### src/rtl/da_fir_pkg.sv
package da_fir_pkg;
  typedef struct packed {
    logic load;   // capture new sample, shift tap chain
    logic shift;  // one bit-serial accumulation step
    logic last;   // current step is the sign bit
  } da_strobe_t;
endpackage

### src/rtl/da_fir_ctrl.sv
module da_fir_ctrl
  import da_fir_pkg::*;
#(
  parameter int DATA_W = 8,
  localparam int BIT_W = $clog2(DATA_W)
) (
  input  logic             clk,
  input  logic             rstN,
  input  logic             sampleValid,
  output da_strobe_t       strobe,
  output logic [BIT_W-1:0] bitIdx
);
  logic busy;
  logic [BIT_W-1:0] bitCnt;

  always_comb begin
    strobe.load  = sampleValid && !busy;
    strobe.shift = busy;
    strobe.last  = busy && (bitCnt == BIT_W'(DATA_W - 1));
  end
  assign bitIdx = bitCnt;

  always_ff @(posedge clk or negedge rstN) begin
    if (!rstN) begin
      busy   <= 1'b0;
      bitCnt <= '0;
    end else if (strobe.load) begin
      busy   <= 1'b1;
      bitCnt <= '0;
    end else if (busy) begin
      if (strobe.last) busy <= 1'b0;
      else             bitCnt <= bitCnt + 1'b1;
    end
  end
endmodule

### src/rtl/da_fir_datapath.sv
module da_fir_datapath
  import da_fir_pkg::*;
#(
  parameter int DATA_W    = 8,
  parameter int NUM_TAPS  = 4,
  parameter int COEF_W    = 8,
  parameter int PART_SIZE = 2,
  parameter logic [NUM_TAPS*COEF_W-1:0] COEFS = '0,
  parameter int OUT_W     = 18,
  localparam int BIT_W     = $clog2(DATA_W),
  localparam int NUM_PARTS = NUM_TAPS / PART_SIZE,
  localparam int TBL_N     = 2 ** PART_SIZE,
  localparam int TBL_W     = COEF_W + $clog2(PART_SIZE) + 1,
  localparam int ACC_W     = DATA_W + COEF_W + $clog2(NUM_TAPS) + 1
) (
  input  logic             clk,
  input  logic             rstN,
  input  da_strobe_t       strobe,
  input  logic [BIT_W-1:0] bitIdx,
  input  logic [DATA_W-1:0] sampleIn,
  output logic [OUT_W-1:0] yOut,
  output logic             yValid
);
  function automatic logic signed [COEF_W-1:0] coefAt(int k);
    return COEFS[k*COEF_W +: COEF_W];
  endfunction

  function automatic logic signed [TBL_W-1:0] partSum(int p, int a);
    logic signed [TBL_W-1:0] s;
    s = '0;
    for (int j = 0; j < PART_SIZE; j++)
      if (a[j]) s = s + TBL_W'(coefAt(p*PART_SIZE + j));
    return s;
  endfunction

  logic [DATA_W-1:0] tapReg [NUM_TAPS];
  logic [NUM_TAPS-1:0] addrBit;
  logic signed [TBL_W-1:0] tbl [NUM_PARTS][TBL_N];
  logic signed [TBL_W-1:0] partOut [NUM_PARTS];
  logic signed [ACC_W-1:0] sumAll, weighted, acc, accNext;

  // tap chain: load shifts samples, bit steps rotate each word
  always_ff @(posedge clk or negedge rstN) begin
    if (!rstN) begin
      for (int k = 0; k < NUM_TAPS; k++) tapReg[k] <= '0;
    end else if (strobe.load) begin
      tapReg[0] <= sampleIn;
      for (int k = 1; k < NUM_TAPS; k++) tapReg[k] <= tapReg[k-1];
    end else if (strobe.shift) begin
      for (int k = 0; k < NUM_TAPS; k++)
        tapReg[k] <= {tapReg[k][0], tapReg[k][DATA_W-1:1]};
    end
  end

  // zero-coefficient taps are dropped from the address
  for (genvar k = 0; k < NUM_TAPS; k++) begin : g_addr
    if (COEFS[k*COEF_W +: COEF_W] == '0) begin : g_zero
      assign addrBit[k] = 1'b0;
    end else begin : g_live
      assign addrBit[k] = tapReg[k][0];
    end
  end

  for (genvar p = 0; p < NUM_PARTS; p++) begin : g_part
    for (genvar a = 0; a < TBL_N; a++) begin : g_ent
      assign tbl[p][a] = partSum(p, a);
    end
    assign partOut[p] = tbl[p][addrBit[p*PART_SIZE +: PART_SIZE]];
  end

  always_comb begin
    sumAll = '0;
    for (int p = 0; p < NUM_PARTS; p++)
      sumAll = sumAll + {{(ACC_W-TBL_W){partOut[p][TBL_W-1]}}, partOut[p]};
    weighted = sumAll <<< bitIdx;
    accNext  = strobe.last ? acc - weighted : acc + weighted;
  end

  always_ff @(posedge clk or negedge rstN) begin
    if (!rstN) begin
      acc    <= '0;
      yOut   <= '0;
      yValid <= 1'b0;
    end else begin
      yValid <= strobe.shift && strobe.last;
      if (strobe.load)       acc <= '0;
      else if (strobe.shift) acc <= accNext;
      if (strobe.shift && strobe.last) yOut <= accNext[OUT_W-1:0];
    end
  end
endmodule

### src/rtl/da_fir.sv
module da_fir
  import da_fir_pkg::*;
#(
  parameter int DATA_W    = 8,
  parameter int NUM_TAPS  = 4,
  parameter int COEF_W    = 8,
  parameter int PART_SIZE = 2,
  parameter logic [NUM_TAPS*COEF_W-1:0] COEFS = 32'h0700FB03,
  parameter int OUT_W     = DATA_W + COEF_W + $clog2(NUM_TAPS)
) (
  input  logic              clk,
  input  logic              rstN,
  input  logic [DATA_W-1:0] sampleIn,
  input  logic              sampleValid,
  output logic [OUT_W-1:0]  yOut,
  output logic              yValid
);
  localparam int BIT_W = $clog2(DATA_W);
  da_strobe_t strobe;
  logic [BIT_W-1:0] bitIdx;

  da_fir_ctrl #(.DATA_W(DATA_W)) u_ctrl (
    .clk(clk), .rstN(rstN), .sampleValid(sampleValid),
    .strobe(strobe), .bitIdx(bitIdx)
  );

  da_fir_datapath #(
    .DATA_W(DATA_W), .NUM_TAPS(NUM_TAPS), .COEF_W(COEF_W),
    .PART_SIZE(PART_SIZE), .COEFS(COEFS), .OUT_W(OUT_W)
  ) u_dp (
    .clk(clk), .rstN(rstN), .strobe(strobe), .bitIdx(bitIdx),
    .sampleIn(sampleIn), .yOut(yOut), .yValid(yValid)
  );
endmodule

### config.mk
export PLATFORM = sky130hd
export DESIGN_NAME = da_fir
export DESIGN_NICKNAME = d
export VERILOG_FILES = /design/src/rtl/da_fir_pkg.sv /design/src/rtl/da_fir_ctrl.sv /design/src/rtl/da_fir_datapath.sv /design/src/rtl/da_fir.sv
export SDC_FILE = /design/constraint.sdc
export NUM_CORES = 1
export LEC_CHECK = 0
export BUFFER_PORTS_ARGS = -buffer_cell sky130_fd_sc_hd__buf_2
export CAP_MARGIN = 20
export CORE_ASPECT_RATIO = 1.2
export CORE_UTILIZATION = 61
export DETAILED_ROUTE_END_ITERATION = 6
export PLACE_DENSITY_LB_ADDON = 0.3
export SYNTH_ARGS = -nofsm -noshare
export SYNTH_HDL_FRONTEND = slang
export SYNTH_SLANG_ARGS = --single-unit
### constraint.sdc
create_clock -name clk -period 6 [get_ports clk]
set_input_delay 1.5 -clock clk [delete_from_list [all_inputs] [get_ports clk]]
set_output_delay 1.5 -clock clk [all_outputs]
set_load 0.01 [all_outputs]
Word-level counts from Yosys, hierarchy flattened:

Cells that the tools add are included.

* register bits: 74
* output and inout bits: 19
* word-level logic and storage cells: 43

* add/sub/neg operators: 4
* order comparisons: 2
* equal/unequal tests: 2
* shifts and indexed selects: 1
* multiplexer cells: 17
* bitwise logic cells: 2
* reductions and logical operators: 6

Operators by type and width (number)
* 32-bit 2-to-1 mux: 2
* 19-bit 2-to-1 mux: 3
* 10-bit binary-select mux with 2-bit select: 2
* 10-bit 2-to-1 mux: 4
* 19-bit adder: 1
* 19-bit by 3-bit <<< shifter with 19-bit output: 1
* 19-bit subtractor: 1
* 10-bit by 10-bit adder with 11-bit output: 1
* 3-bit 2-to-1 mux: 3
* 3-bit greater-or-equal comparator, second input constant: 2
* 2-bit NOT with 3-bit output: 2
* 3-bit by 1-bit adder with 3-bit output, second input constant: 1
* 3-bit == test, second input constant: 1
* 1-bit logical AND: 3
* 1-bit 2-to-1 mux: 3
* 2-bit inequality test, second input constant: 1
* 2-bit AND reduction: 1
* 2-bit nonzero test: 1
* 1-bit zero test: 1

Depth between registers and ports, before layout:

* word-level depth: 10
* mapped depth: 23
* depth with buffers taken out: 22

Cells and area by module:

Synthesis repeated with hierarchy kept, for this count alone.

* cell total of the unflattened synthesis: 496
* area total of the unflattened synthesis: 4672.0 µm²

Modules (own cells, without submodules)
* da_fir_datapath: times used 1, cells each 478, area each 4454.3 µm², seq. area each 1726.7 µm²
* da_fir_ctrl: times used 1, cells each 18, area each 217.7 µm², seq. area each 100.1 µm²

Least setup slack after synthesis:

No wires, ideal clock.

* path kind: reg2reg
* start point: register u_dp.tapReg (netlist bit u_dp.addrBit[1])
* end point: register u_dp.yOut[16]
* arrival time: 4.697 ns
* data required time: 5.875 ns
* setup slack: 1.179 ns
* stages on the path, launching flop included: 23
* path buffers: 1
* period minus slack after synthesis: 4.821 ns
* cells stage by stage: dfrtp_1 > buf_2 > inv_1 > ha_1 > ha_1 > inv_1 > fa_1 > xor2_2 > o22ai_2 > or2_4 > a221oi_4 > o2111a_2 > a21oi_1 > xnor2_1 > mux2i_1 > ha_1 > or2_2 > a21oi_1 > o31ai_1 > nand2_1 > a311oi_1 > xor2_1 > mux2_2

* longest elaborated chain between the ends: 8
* elaborated cells between the ends (all ways): 9

Ends and longest elaborated chain
* start, declared: RTL line da_fir_datapath.sv:36 `logic [DATA_W-1:0] tapReg [NUM_TAPS];`
* start signal, assigned by index: RTL line da_fir_datapath.sv:51 `tapReg[k] <= {tapReg[k][0], tapReg[k][DATA_W-1:1]};`
* 2-bit NOT with 3-bit output (implied by the code) *: RTL line da_fir_datapath.sv:68 `assign partOut[p] = tbl[p][addrBit[p*PART_SIZE +: PART_SIZE]];`
* 10-bit binary-select mux with 2-bit select *: RTL line da_fir_datapath.sv:68
* 10-bit 2-to-1 mux (implied by the code) * (2 in series): RTL line da_fir_datapath.sv:68
* 10-bit by 10-bit adder with 11-bit output *: RTL line da_fir_datapath.sv:74 `sumAll = sumAll + {{(ACC_W-TBL_W){partOut[p][TBL_W-1]}}, partOut[p]};`
* 19-bit by 3-bit <<< shifter with 19-bit output *: RTL line da_fir_datapath.sv:75 `weighted = sumAll <<< bitIdx;`
* 19-bit adder or 19-bit subtractor (tied branches): RTL line da_fir_datapath.sv:76 `accNext = strobe.last ? acc - weighted : acc + weighted;`
* 19-bit 2-to-1 mux *: RTL line da_fir_datapath.sv:76
* end signal, assigned: RTL line da_fir_datapath.sv:88 `if (strobe.shift && strobe.last) yOut <= accNext[OUT_W-1:0];`
* end, declared: RTL line da_fir_datapath.sv:21 `output logic [OUT_W-1:0] yOut,`

Mark *: on every way between the ends. The rest lies on a longest branch, timed or not. The select of a mux whose other input is x is not followed.
A chain may end at the register's enable or synchronous reset.

Worst setup path in the final report:

Ends and elaborated chain as after synthesis.

==> summary.json <==
{
  "clock_tree_from_tritoncts": {"value": "done"},
  "routed_wire_length_per_instance": {"value": 15.5, "unit": "µm"},
  "worst-endpoint-required": {"value": 6.25, "unit": "ns"},
  "synth_largest_area_cell": {"value": "dfrtp_1"},
  "largest_net_degree_at_the_start_of_global_routing": {"value": 84},
  "initial_antenna_violation_count": {"value": 0},
  "layout-drive-gt1-share": {"value": 0.132},
  "mostFrequentLayoutCells": {"value": "nand2_1, dfrtp_1, o21ai_0"},
  "number_of_global_route_vias_before_repair": {"value": 3711},
  "antenna_violating_nets_post_route": {"value": 0},
  "grt_setup_unrepaired": {"value": "false"},
  "grt_use_total": {"value": 0.273},
  "reg2reg_depth": {"value": 21},
  "dieHeight": {"value": 98.0, "unit": "µm"},
  "grt-ovfl-total": {"value": 0},
  "drt_iter0_drc": {"value": 219},
  "route.vias.total": {"value": 3759},
  "post-route-drc-count": {"value": 0},
  "cts_hold_repair.buffers": {"value": 0},
  "final-hold-violation-count": {"value": 0},
  "number_of_clock_sinks_seen_by_cts": {"value": 73},
  "synth.avg_cell_area": {"value": 8.95, "unit": "µm²"},
  "critical_path.max_fanout": {"value": 17},
  "number_of_different_library_cells_in_the_post_synthesis_netlist": {"value": 59},
  "layout.nets": {"value": 579},
  "fp-row-count": {"value": 34},
  "timing_max_transition_violations_final": {"value": 0},
  "period_share": {"value": 0.912},
  "numCtsBuffers": {"value": 9},
  "route.detailed.vias_per_inst": {"value": 5.91},
  "hold_crit_depth": {"value": 2},
  "drt_first_pass_iters": {"value": 4},
  "gp_congestion": {"value": 0.885},
  "r2r_path_start": {"value": "u_dp.addrBit[1]"},
  "clockBufferDepth": {"value": 2},
  "initial_cell_density_of_the_core": {"value": 0.636},
  "pin_slew_with_the_least_headroom_to_its_limit": {"value": 0.950, "unit": "ns"},
  "timing.max_cap.violations": {"value": 0},
  "detailedPlacementHpwl": {"value": 7060, "unit": "µm"},
  "fill_cells": {"value": 604},
  "dieArea": {"value": 8030, "unit": "µm²"},
  "run_status": {"value": "complete, no violations"},
  "core-area": {"value": 7360, "unit": "µm²"},
  "grt_first_pass_wirelength": {"value": 16900, "unit": "µm"},
  "clock_tree.root_cell": {"value": "clkbuf_8"},
  "arrival": {"value": 5.72, "unit": "ns"},
  "synth_ff_type": {"value": "dfrtp_1"},
  "yosys_warnings": {"value": 0},
  "maxSlewHeadroom": {"value": 0.366},
  "worst_hold_path.endpoint": {"value": "u_dp.yOut[5]"},
  "synthesis_to_finish_area_growth": {"value": 8.34, "unit": "%"},
  "io_pins": {"value": 30},
  "die_x": {"value": 82.0, "unit": "µm"},
  "synth_nets": {"value": 561},
  "worstSkewPairLatency": {"value": 0.36, "unit": "ns"},
  "numPortBuffers": {"value": 29},
  "layout.cells.most_common": {"value": "nand2_1"},
  "synthTopCellsByArea": {"value": "dfrtp_1, nand2_1, mux2i_1, ha_1, o21ai_0"},
  "critPathLaunchType": {"value": "flip-flop"},
  "rr_endpoint": {"value": "u_dp.yOut[16]"},
  "cts.htree.levels": {"value": 3},
  "worst-r2r-setup-slack": {"value": 0.53, "unit": "ns"},
  "synth.yosys.seq_area_share": {"value": 0.390},
  "share_of_flip_flops_with_an_asynchronous_set_or_reset": {"value": 1.00},
  "wl": {"value": 9870, "unit": "µm"},
  "path_clk_slew": {"value": 0.09, "unit": "ns"},
  "hold_path_startpoint": {"value": "u_dp.yOut[5]"},
  "worst_hold_path_type": {"value": "flip-flop to flip-flop"},
  "path_class": {"value": "flip-flop to flip-flop"},
  "post_synth_inst_count": {"value": 523},
  "netlist.area_leader.share": {"value": 0.390},
  "clock_skew": {"value": 0.0134, "unit": "ns"},
  "diodes": {"value": 0},
  "fin_crit": {"value": 5.47, "unit": "ns"},
  "synth_enable_flop_cells": {"value": 0},
  "totalNegativeSetupSlack": {"value": 0, "unit": "ns"},
  "final_setup_violation_count": {"value": 0},
  "syn_area": {"value": 4680, "unit": "µm²"},
  "endpoint_kind_of_the_worst_setup_timing_path": {"value": "flip-flop"},
  "maxClockFrequency": {"value": 183, "unit": "MHz"},
  "synth_seq_cells": {"value": 73}
}
-- flip-flops by register name, indices dropped and copies added (netlist names) --
register	cells
u_dp.addrBit	3
u_dp.acc	18
u_ctrl.busy	1
u_dp.yValid	1
u_dp.yOut	18
u_dp.tapReg	29
u_ctrl.bitIdx	3
-- routing by layer --
| metal | GRT usage | vias to the layer above | routed length, µm |
|---|---|---|---|
| li1 | - | 1874 | - |
| met1 | 0.316 | 1787 | 4170 |
| met2 | 0.472 | 75 | 5150 |
| met3 | 0.0523 | 23 | 236 |
| met4 | 0.128 | 0 | 308 |
| met5 | 0 | - | 0 |
-- logic make-up after synthesis --
logic type | share of synthesized area
XOR/XNOR | 0.0502
flip-flops | 0.390
multiplexers | 0.0802
AND/OR/NAND/NOR | 0.157
AO/OA/AOI/OAI | 0.210
adder cells (fa/ha/maj) | 0.0754
buffers and inverters | 0.0371
-- critical path, stage by stage (launching register included) --
cell and delay (ns):
dfrtp_2 0.54, inv_1 0.13, ha_1 0.30, ha_1 0.21
inv_1 0.07, fa_1 0.44, xor2_2 0.26, o22ai_2 0.11
o31ai_2 0.44, nor2b_1 0.21, o21ai_0 0.13, a21oi_1 0.19
nor2_1 0.07, ha_1 0.34, o21ai_0 0.13, o21ai_0 0.28
a31oi_1 0.18, o31ai_1 0.45, nand2_1 0.14, a311oi_1 0.35
xor2_1 0.13, mux2_2 0.27
-- cell usage after synthesis, drive strengths merged (2+ instances only) --
library cell / number
o22ai: 4
a311oi: 2
or2: 4
mux2: 4
nor2: 26
a31oi: 8
nand3: 3
a22o: 16
dfrtp: 73
nand2b: 3
buf: 7
nor3b: 3
a211oi: 4
o21ai: 55
xnor2: 16
nor2b: 6
o21a: 2
a31o: 2
and3: 2
xor2: 10
o31ai: 6
ha: 25
and2: 3
mux2i: 33
o21bai: 3
nand4: 3
clkbuf: 19
a21o: 3
fa: 2
nor3: 4
a21oi: 32
nand2: 106
o211ai: 2
inv: 18
-- worst max-delay path by stage --
stage                               start  depth (start not counted)  slack, ns             to
after floorplan           u_dp.addrBit[1]                         22       1.18  u_dp.yOut[16]
after global placement    u_dp.addrBit[1]                         21       0.71  u_dp.yOut[16]
after detailed placement  u_dp.addrBit[1]                         21       0.53  u_dp.yOut[16]
after CTS                 u_dp.addrBit[1]                         21       0.49  u_dp.yOut[16]
after global routing      u_dp.addrBit[1]                         21       0.12   u_dp.acc[17]
final                     u_dp.addrBit[1]                         21       0.53  u_dp.yOut[16]
-- layout make-up --
| type | count | area (µm²) | share of cell area |
|---|---|---|---|
| multi-input cells | 406 | 2680 | 0.529 |
| flip-flops and latches | 73 | 1830 | 0.361 |
| repair buffers | 33 | 178 | 0.0350 |
| clock buffers | 9 | 124 | 0.0244 |
| well taps | 90 | 113 | 0.0222 |
| clock inverters | 7 | 80.1 | 0.0158 |
| inverters | 18 | 67.6 | 0.0133 |
-- repair_timing --
| action | 4_1_cts | 5_1_grt |
|---|---|---|
| endpoints found under the setup margin | 0 | 2 |
| gates resized for setup | 0 | 1 |
| setup buffers | 0 | 0 |
-- through the flow --
stage,instances,util,setup slack (ns),cell area (µm²),hold WS [ns]
finish,636,0.689,0.529,5070,0.468
floorplan,523,-,1.18,4680,0.450
detailed placement,620,0.661,0.532,4870,0.457
global route,636,0.689,0.121,5070,0.507
global placement,619,0.660,0.712,4860,0.452
CTS,636,0.689,0.486,5070,0.476
Power is left out: the tool's default activity adds up to more than one toggle a clock period on the data nets, which glitch-free logic cannot reach.
